==> config.mk <==
export PLATFORM = sky130hd
export DESIGN_NAME = spindle_servo
export DESIGN_NICKNAME = d
export VERILOG_FILES = /design/src/rtl/spindle_servo_pkg.sv /design/src/rtl/spindle_err.sv /design/src/rtl/spindle_integ.sv /design/src/rtl/spindle_mod.sv /design/src/rtl/spindle_servo.sv
export SDC_FILE = /design/constraint.sdc
export NUM_CORES = 2
export LEC_CHECK = 0
export BUFFER_PORTS_ARGS = -buffer_cell sky130_fd_sc_hd__buf_4
export CORE_MARGIN = 5
export CORE_UTILIZATION = 55
export DETAILED_ROUTE_END_ITERATION = 12
export PLACE_DENSITY = 0.7
export SYNTH_ARGS = -nofsm -noshare
export SYNTH_HDL_FRONTEND = slang
export SYNTH_SLANG_ARGS = --single-unit
==> constraint.sdc <==
create_clock -name clk -period 40.2 [get_ports clk]
set_input_delay 6.03 -clock clk [delete_from_list [all_inputs] [get_ports clk]]
set_output_delay 6.03 -clock clk [all_outputs]
set_load 0.05 [all_outputs]
==> src/rtl/spindle_servo_pkg.sv <==
package spindle_servo_pkg;
    localparam int ERR_W  = 16;
    localparam int ACC_W  = 24;
    localparam int GAIN_W = 8;
    localparam int MULT_W = 4;
    localparam int FILL_W = 8;
    localparam int MOD_W  = 10;
    localparam int WIDE_W = 40;

    localparam int FILL_LO = 118;
    localparam int FILL_HI = 128;

    localparam longint ERR_MAX = (64'sd1 <<< (ERR_W - 1)) - 1;
    localparam longint ERR_MIN = -(64'sd1 <<< (ERR_W - 1));
    localparam longint ACC_MAX = (64'sd1 <<< (ACC_W - 1)) - 1;
    localparam longint ACC_MIN = -(64'sd1 <<< (ACC_W - 1));

    typedef logic signed [ERR_W-1:0]  err_t;
    typedef logic signed [ACC_W-1:0]  acc_t;
    typedef logic signed [WIDE_W-1:0] wide_t;

    typedef struct packed {
        err_t freq;
        err_t pos;
    } err_pair_t;

    typedef enum logic {
        MOD_PWM = 1'b0,
        MOD_PDM = 1'b1
    } mod_kind_e;

    function automatic err_t sat_err(input wide_t v);
        if (v > wide_t'(ERR_MAX))
            return err_t'(ERR_MAX);
        else if (v < wide_t'(ERR_MIN))
            return err_t'(ERR_MIN);
        else
            return err_t'(v);
    endfunction

    function automatic acc_t sat_acc(input wide_t v);
        if (v > wide_t'(ACC_MAX))
            return acc_t'(ACC_MAX);
        else if (v < wide_t'(ACC_MIN))
            return acc_t'(ACC_MIN);
        else
            return acc_t'(v);
    endfunction
endpackage

==> src/rtl/spindle_err.sv <==
module spindle_err
    import spindle_servo_pkg::*;
(
    input  logic [ERR_W-1:0]  freq_meas,
    input  logic [ERR_W-1:0]  freq_set,
    input  logic              freq_src_pll,
    input  logic [FILL_W-1:0] fill_lvl,
    input  logic [FILL_W-1:0] fill_set,
    output err_pair_t         errs
);
    logic [ERR_W-1:0]  src;
    logic [FILL_W-1:0] fill_c;
    wide_t             fdiff;
    wide_t             pdiff;

    always_comb begin
        src = freq_src_pll ? freq_meas : '0;
        fdiff = $signed(WIDE_W'(freq_set)) - $signed(WIDE_W'(src));

        if (fill_set < FILL_W'(FILL_LO))
            fill_c = FILL_W'(FILL_LO);
        else if (fill_set > FILL_W'(FILL_HI))
            fill_c = FILL_W'(FILL_HI);
        else
            fill_c = fill_set;

        pdiff = $signed(WIDE_W'(fill_c)) - $signed(WIDE_W'(fill_lvl));

        errs.freq = sat_err(fdiff);
        errs.pos  = sat_err(pdiff);
    end
endmodule

==> src/rtl/spindle_integ.sv <==
module spindle_integ
    import spindle_servo_pkg::*;
(
    input  logic              clk,
    input  logic              rst,
    input  logic              en,
    input  logic              sample,
    input  err_t              err,
    input  logic [GAIN_W-1:0] gain,
    input  logic [MULT_W-1:0] mult,
    output acc_t              acc_nxt,
    output acc_t              acc_q
);
    wide_t inc;

    always_comb begin
        inc = wide_t'(err) * $signed(WIDE_W'(gain)) * $signed(WIDE_W'(mult));
        if (!en)
            acc_nxt = '0;
        else if (sample)
            acc_nxt = sat_acc(wide_t'(acc_q) + inc);
        else
            acc_nxt = acc_q;
    end

    always_ff @(posedge clk) begin
        if (rst)
            acc_q <= '0;
        else
            acc_q <= acc_nxt;
    end

    // a disabled integrator is empty on the following clock
    a_r5_clear_when_off: assert property (@(posedge clk) disable iff (rst)
        !en |=> (acc_q == '0));

    // a non-negative increment never makes the accumulator smaller (no wrap)
    a_r6_no_wrap_up: assert property (@(posedge clk) disable iff (rst)
        (en && sample && inc >= 0) |=> (acc_q >= $past(acc_q)));

    // a non-positive increment never makes the accumulator larger
    a_r6_no_wrap_down: assert property (@(posedge clk) disable iff (rst)
        (en && sample && inc <= 0) |=> (acc_q <= $past(acc_q)));
endmodule

==> src/rtl/spindle_mod.sv <==
module spindle_mod
    import spindle_servo_pkg::*;
(
    input  logic             clk,
    input  logic             rst,
    input  mod_kind_e        kind,
    input  logic [MOD_W-1:0] level,
    output logic             drive
);
    localparam logic [MOD_W-1:0] CNT_MAX = '1;
    localparam logic [MOD_W-1:0] MID     = MOD_W'(1) << (MOD_W - 1);

    logic [MOD_W-1:0] cnt_q;
    logic [MOD_W-1:0] duty_q;
    logic [MOD_W-1:0] sd_q;
    logic [MOD_W:0]   sd_sum;
    logic             pwm_bit;

    always_comb begin
        sd_sum  = {1'b0, sd_q} + {1'b0, level};
        pwm_bit = (cnt_q < duty_q);
    end

    always_ff @(posedge clk) begin
        if (rst) begin
            cnt_q  <= '0;
            duty_q <= MID;
            sd_q   <= '0;
            drive  <= 1'b0;
        end else begin
            cnt_q <= cnt_q + 1'b1;
            if (cnt_q == CNT_MAX)
                duty_q <= level;
            sd_q  <= sd_sum[MOD_W-1:0];
            drive <= (kind == MOD_PDM) ? sd_sum[MOD_W] : pwm_bit;
        end
    end

    // the PWM level is taken over only at the counter wrap
    a_r8_duty_at_wrap: assert property (@(posedge clk) disable iff (rst)
        (cnt_q != CNT_MAX) |=> $stable(duty_q));
endmodule

==> src/rtl/spindle_servo.sv <==
module spindle_servo
    import spindle_servo_pkg::*;
#(
    parameter int ACC_SHIFT = 8,
    parameter int G_SHIFT   = 4
) (
    input  logic              clk,
    input  logic              rst,
    input  logic              sample_en,
    input  logic [ERR_W-1:0]  freq_meas,
    input  logic [ERR_W-1:0]  freq_set,
    input  logic              freq_src_pll,
    input  logic [FILL_W-1:0] fill_lvl,
    input  logic [FILL_W-1:0] fill_set,
    input  logic              p_en,
    input  logic              i_en,
    input  logic [GAIN_W-1:0] gain_g,
    input  logic [GAIN_W-1:0] gain_kf,
    input  logic [GAIN_W-1:0] gain_ki,
    input  logic [MULT_W-1:0] mult_kf,
    input  logic [MULT_W-1:0] mult_ki,
    input  logic              mod_pdm,
    output logic [ERR_W-1:0]  ctrl_word,
    output logic              motor_drive
);
    localparam logic [MOD_W-1:0] LVL_FLIP = MOD_W'(1) << (MOD_W - 1);

    err_pair_t        errs;
    acc_t             accf_nxt;
    acc_t             accf_q;
    acc_t             accp_nxt;
    acc_t             accp_q;
    wide_t            p_term;
    wide_t            i_term;
    wide_t            prod;
    err_t             ctrl_d;
    err_t             ctrl_q;
    logic [MOD_W-1:0] level;
    mod_kind_e        kind;

    spindle_err u_err (
        .freq_meas    (freq_meas),
        .freq_set     (freq_set),
        .freq_src_pll (freq_src_pll),
        .fill_lvl     (fill_lvl),
        .fill_set     (fill_set),
        .errs         (errs)
    );

    spindle_integ u_int_freq (
        .clk     (clk),
        .rst     (rst),
        .en      (i_en),
        .sample  (sample_en),
        .err     (errs.freq),
        .gain    (gain_kf),
        .mult    (mult_kf),
        .acc_nxt (accf_nxt),
        .acc_q   (accf_q)
    );

    spindle_integ u_int_pos (
        .clk     (clk),
        .rst     (rst),
        .en      (i_en),
        .sample  (sample_en),
        .err     (errs.pos),
        .gain    (gain_ki),
        .mult    (mult_ki),
        .acc_nxt (accp_nxt),
        .acc_q   (accp_q)
    );

    always_comb begin
        p_term = p_en ? (wide_t'(errs.freq) + wide_t'(errs.pos)) : '0;
        i_term = (wide_t'(accf_nxt) >>> ACC_SHIFT) + (wide_t'(accp_nxt) >>> ACC_SHIFT);
        prod   = (p_term + i_term) * $signed(WIDE_W'(gain_g));
        ctrl_d = sat_err(prod >>> G_SHIFT);
    end

    always_ff @(posedge clk) begin
        if (rst)
            ctrl_q <= '0;
        else if (sample_en)
            ctrl_q <= ctrl_d;
    end

    always_comb begin
        level     = ctrl_q[ERR_W-1 -: MOD_W] ^ LVL_FLIP;
        kind      = mod_pdm ? MOD_PDM : MOD_PWM;
        ctrl_word = ctrl_q;
    end

    spindle_mod u_mod (
        .clk   (clk),
        .rst   (rst),
        .kind  (kind),
        .level (level),
        .drive (motor_drive)
    );

    // the control word moves only on a sample pulse
    a_r7_hold_between_samples: assert property (@(posedge clk) disable iff (rst)
        !sample_en |=> $stable(ctrl_q));

    // leaving reset, control word and both integrators are zero
    a_r10_reset_state: assert property (@(posedge clk)
        $past(rst) |-> (ctrl_q == '0 && accf_q == '0 && accp_q == '0));
endmodule

# Yosys cells after proc, flatten, opt, wreduce, memory -nomap -nowiden
# Cells that the tools add are included.
# word_totals
reg_bits	95
input_bits	87
word_cells	60
# op_classes
n_addsub	9
multipliers	5
order_cmp	13
eq_ne	1
mux	20
bitwise_logic	2
n_reduce_logical	1
# op_table
cell	n
$mux 24	8
$mux 16	7
$add 24x40->40	2
$gt 40x16->1 const B	2
$gt 40x24->1 const B	2
$lt 40x16->1 const B	2
$lt 40x24->1 const B	2
$mul 40x5->40	2
$mul 16x9->25	2
$add 40x17->40	1
$mul 40x9->40	1
$mux 40	1
$gt 36x16->1 const B	1
$lt 36x16->1 const B	1
$add 16x16->17	2
$sub 16x16->17	1
$mux 8	2
$add 10x10->11	1
$add 10x1->10 const B	1
$eq 10x10->1 const B	1
$lt 10x10->1	1
$sub 8x8->9	1
$gt 8x8->1 const B	1
$lt 8x7->1 const B	1
other kinds (3)	5

# Longest topological paths before layout
# logic_depth
ltp_word	21
depth_mapped	89
depth_no_buf	84

# Hierarchy
# Synthesis repeated with hierarchy kept, for this count alone.
# unflattened
hier_cells	4525
hier_area_um2	37183.2
# modules_own_cells
module	instances	cells_each	area_each_um2
spindle_servo	1	1504	12210.5
spindle_integ (u_int_pos)	1	1305	10983.0
spindle_integ (u_int_freq)	1	1331	10899.2
spindle_mod	1	186	1680.4
spindle_err	1	199	1410.1

# Worst setup path before layout
# OpenSTA, ideal clock, no wires.
# synth_timing
path_type	input to register
startpoint	in freq_src_pll
endpoint	reg ctrl_q[11] (netlist: ctrl_word[11])
setup_time_ns	0.081
arrival_ns	26.002
t_required_ns	40.119
slack_ns	14.117
stages	86
path_buffers	7
cell_sequence	clkbuf_1 -> nand2_1 -> ha_1 -> nor2b_1 -> o21a_1 -> o21ai_1 -> a211oi_1 -> a2111oi_0 -> o21bai_1 -> a31oi_1 -> o21bai_1 -> o31a_1 -> clkbuf_1 -> and2_1 -> buf_2 -> o21ai_0 -> fa_1 -> inv_1 -> [... 50 more ...] -> inv_1 -> fa_1 -> inv_1 -> ha_1 -> buf_2 -> a21oi_1 -> o21ai_0 -> o21ba_2 -> o31a_1 -> o211ai_2 -> o31a_1 -> a21o_1 -> a21oi_1 -> xnor2_2 -> a2bb2o_1 -> buf_6 -> buf_12 -> a211oi_2
# synth_via
elab_chain_len	19
# synth_rtl
item	line_no	text
start: declaration	spindle_servo.sv:12	input logic freq_src_pll,
$mux 16 (*)	spindle_err.sv:17	src = freq_src_pll ? freq_meas : '0;
$sub 16x16->17 (*)	spindle_err.sv:18	fdiff = $signed(WIDE_W'(freq_set)) - $signed(WIDE_W'(src));
$lt 40x16->1	spindle_servo_pkg.sv:35	else if (v < wide_t'(ERR_MIN))
$mux 16	spindle_servo_pkg.sv:35	
$mux 16 (*)	spindle_servo_pkg.sv:33	if (v > wide_t'(ERR_MAX))
$mul 16x9->25 (*)	spindle_integ.sv:17	inc = wide_t'(err) * $signed(WIDE_W'(gain)) * $signed(WIDE_W'(mult));
$mul 40x5->40 (*)	spindle_integ.sv:17	
$add 24x40->40 (*)	spindle_integ.sv:21	acc_nxt = sat_acc(wide_t'(acc_q) + inc);
[... 4 more ...]	--	
$mux 24 (*)	spindle_integ.sv:18	if (!en)
named net accf_nxt[9]	spindle_servo.sv:29	acc_t accf_nxt;
$add 16x16->17 (*)	spindle_servo.sv:76	i_term = (wide_t'(accf_nxt) >>> ACC_SHIFT) + (wide_t'(accp_nxt) >>> ACC_SHIFT);
$add 40x17->40 (*)	spindle_servo.sv:77	prod = (p_term + i_term) * $signed(WIDE_W'(gain_g));
$mul 40x9->40 (*)	spindle_servo.sv:77	
$lt 36x16->1	spindle_servo_pkg.sv:35	
$mux 16	spindle_servo_pkg.sv:35	
$mux 16 (*)	spindle_servo_pkg.sv:33	
end signal: assignment	spindle_servo.sv:85	ctrl_q <= ctrl_d;
end: declaration	spindle_servo.sv:37	err_t ctrl_q;
# Mark *: on every way through the listed nets, which the timed path passes. The rest lies on a longest branch.
# A chain may end at the register's enable or synchronous reset.

# Final worst setup path
# layout_timing
startpoint	in fill_set[7]
endpoint	reg ctrl_q[1] (netlist: ctrl_word[1])
# layout_via
elab_chain_len	21
# layout_rtl
item	line_no	text
start: declaration	spindle_servo.sv:14	input logic [FILL_W-1:0] fill_set,
$gt 8x8->1	spindle_err.sv:22	else if (fill_set > FILL_W'(FILL_HI))
$mux 8	spindle_err.sv:22	
$mux 8 (*)	spindle_err.sv:20	if (fill_set < FILL_W'(FILL_LO))
$sub 8x8->9 (*)	spindle_err.sv:27	pdiff = $signed(WIDE_W'(fill_c)) - $signed(WIDE_W'(fill_lvl));
$lt 40x16->1	spindle_servo_pkg.sv:35	
$mux 16	spindle_servo_pkg.sv:35	
$mux 16 (*)	spindle_servo_pkg.sv:33	
$mul 16x9->25 (*)	spindle_integ.sv:17	
[... 6 more ...]	--	
$mux 24 (*)	spindle_integ.sv:18	
named net accp_nxt[9]	spindle_servo.sv:31	acc_t accp_nxt;
$add 16x16->17 (*)	spindle_servo.sv:76	
$add 40x17->40 (*)	spindle_servo.sv:77	
$mul 40x9->40 (*)	spindle_servo.sv:77	
$lt 36x16->1	spindle_servo_pkg.sv:35	
$mux 16	spindle_servo_pkg.sv:35	
$mux 16 (*)	spindle_servo_pkg.sv:33	
# Marked as above.

==> flow_summary.yaml <==
setup_path:
  critPathLaunchType: "primary input"
  cp_data_arrival_time_ns: 28.30
  crit_top_cell: "fa_1"
  cpMaxStageDelayCell: "fa_1"
  path_max_fanout: 20
  crit_type: "in2reg"
  crit_path_max_incr_delay_ns: 0.85
  crit_required_ns: 40.41
  end_kind: "register"
status:
  status: "finished, final reports clean"
floorplanning:
  dieArea_sq_mm: 0.0673
  die_w_um: 259
  core_sq_mm: 0.0617
  initial_core_util_pct: 55.4
  rows: 91
  die_h_um: 259
  io_pins: 104
logic_synthesis:
  yosys.area.top_type: "fa_1"
  synth_edf_count: 0
  synthTopCellsByCount: "827 x inv_1, 558 x fa_1, 378 x ha_1"
  synthCells: 4119
  yosysSeqAreaShare_pct: 5.56
  synth_most_common_cell: "inv_1"
  async_flop_share_pct: 0
  synth_cell_types: 102
  yosys_warnings: 0
  synth_fp_nets: 5142
  syn_avg_cell_area_sq_um: 8.31
  syn_area_sq_mm: 0.0342
  synth_ff_type: "dfxtp_1"
  yosys-top-cells-area: "fa_1 33%, ha_1 14%, inv_1 9.1%"
  yosysTopAreaCellShare_pct: 32.7
  ys_ff_latch: 95
clock_tree:
  cts_tree: "built"
  ctsResizeCount: 0
  ctsHoldBuffers: 0
  insertion_delay_ns: 0.37
  h-tree-depth: 3
  postCtsSetupBuffers: 0
  cts-root-buf: "clkbuf_16"
  clock-sinks: 95
  clkTransAtPathRegs_ns: 0.07
  cts_buffer_depth: 2
  numCtsBuffers: 9
detailed_routing:
  routed_via_density: 5.42
  drtPass1Iterations: 6
  initialDrtViolationCount: 1344
  num_vias: 26900
  wl_mm: 79.9
  drc: 0
  wl_per_cell_um: 16.1
  ant_nets: 0
global_routing:
  grt_max_degree: 64
  first_global_vias: 27800
  grt_pass1_wl_mm: 136
  gr-total-overflow: 0
  globalRouteTotalUtil_pct: 24.2
  antenna_found_initial: 1
finish:
  area_delta_synth_final_pct: 4.87
  drive_gt1_share_pct: 5.03
  seq_area_sq_mm: 0.00190
  multi_input_comb_area_sq_mm: 0.0286
  fin_area_sq_mm: 0.0359
  stdcell_count: 4955
  fillers: 5803
  nNetsFinal: 5136
timing:
  rsz0062_at_grt: "false"
  hold_violations: 0
  period_share_pct: 69.9
  clock_skew_ns: 0.0131
  maxSlewHeadroom_pct: 20.4
  setup_tns_ns: 0
  worst_slack_ns: 12.12
  fin_crit_ns: 28.08
  setup_viol: 0
  maxSlewViolCount: 0
  worst_pin_slew_ns: 1.19
  fmax_mhz: 35.6
placed_design:
  dp_slack_ns: 11.88
  dp_cells: 4939
  gp_congestion: 0.920
  numPortBuffers: 103
  dpl.hpwl_mm: 68.0
  placed_area_sq_mm: 0.0356
worst_hold_path:
  hold_class: "reg2reg"
job:
  drv_cap: 0
==> metal layers <==
| layer | routed length, um | GRT usage (%) | vias to the layer above |
|---|---|---|---|
| met5 | 0 | 0 | - |
| met2 | 38000 | 40.8 | 564 |
| met4 | 2750 | 7.79 | 0 |
| met3 | 3720 | 3.37 | 134 |
| li1 | - | - | 13100 |
| met1 | 35400 | 32.5 | 13100 |
==> metrics by stage <==
step,utilization [%],hold WS [ns]
2_1_floorplan,-,0.425
3_3_place_gp,57.6,0.443
3_5_place_dp,57.6,0.449
6_report,58.1,0.464
5_1_grt,58.1,0.515
4_1_cts,58.1,0.467
==> state kept, by name (all words and copies together) (netlist names) <==
register          flops
u_mod.duty_q         10
ctrl_word            16
u_int_freq.acc_q     24
u_mod.cnt_q          10
u_int_pos.acc_q      24
u_mod.sd_q           10
u_mod.drive           1
==> placed cells by master (no fill, tap or decap), drive strengths merged, types with 8 or more instances in the layout <==
| cell type | Yosys | layout |
|---|---|---|
| and3 | 32 | 32 |
| o21bai | 24 | 24 |
| xor2 | 51 | 51 |
| and2 | 331 | 331 |
| fa | 558 | 558 |
| mux2i | 18 | 18 |
| o21ai | 158 | 158 |
| a211o | 15 | 15 |
| xnor2 | 121 | 121 |
| a211oi | 55 | 55 |
| a221oi | 11 | 11 |
| nand2b | 50 | 50 |
| clkbuf | 99 | 9 |
| a21o | 88 | 88 |
| dfxtp | 95 | 95 |
| nor2 | 236 | 236 |
| a2111oi | 10 | 10 |
| nand4 | 10 | 10 |
| o21a | 27 | 27 |
| o211ai | 22 | 22 |
| o31ai | 8 | 8 |
| o31a | 9 | 9 |
| nand3 | 48 | 48 |
| nor3b | 12 | 12 |
| nor2b | 53 | 53 |
| buf | 32 | 114 |
| nor3 | 44 | 44 |
| a31oi | 16 | 16 |
| nand2 | 373 | 373 |
| or3 | 14 | 14 |
| ha | 378 | 378 |
| nor4 | 16 | 16 |
| inv | 827 | 829 |
| a21oi | 175 | 175 |
| or2 | 17 | 17 |
==> logic make-up (layout without fill, tap and decap cells) <==
| family | count (synthesis) | after routing | share of synthesized area, % |
|---|---|---|---|
| buf+inv | 959 | 957 | 10.8 |
| flops | 95 | 95 | 5.56 |
| mux | 21 | 21 | 0.625 |
| xor+xnor | 172 | 172 | 4.43 |
| simple gates | 1256 | 1256 | 18.5 |
| other cells | 0 | 1 | 0 |
| fa+ha+maj | 937 | 937 | 46.5 |
| compound gates | 679 | 679 | 13.6 |
==> critical path, delay by kind of cell <==
family	cells	cell delay, ns
mux	1	0.18
simple gates	14	2.98
fa+ha+maj	19	8.98
buf+inv	10	0.78
compound gates	32	8.96
xor+xnor	2	0.33
==> worst paths after layout <==
| path | startpoint | end | slack, ns | depth (start not counted) |
|---|---|---|---|---|
| worst min register to register | u_mod.cnt_q[0]$_SDFF_PP0_ | u_mod.cnt_q[0]$_SDFF_PP0_ | 0.46 | 1 |
| worst max-delay path | fill_set[7] | ctrl_word[1]$_SDFFE_PP0P_ | 12.12 | 78 |
| worst max register to register | u_int_pos.acc_q[14]$_SDFF_PP0_ | ctrl_word[1]$_SDFFE_PP0P_ | 25.52 | 48 |
| worst min-delay path | u_mod.cnt_q[0]$_SDFF_PP0_ | u_mod.cnt_q[0]$_SDFF_PP0_ | 0.46 | 1 |
==> cell type report <==
class,instances,share of cell area (%)
multi-input combinational,3065,79.8
tap,837,2.92
timing repair buffer,114,2.39
clock inverter,6,0.258
antenna,1,0.00697
clock buffer,9,0.628
sequential,95,5.30
inverter,828,8.66
Power is left out: the tool's default activity adds up to more than one toggle a clock period on the data nets, which glitch-free logic cannot reach.
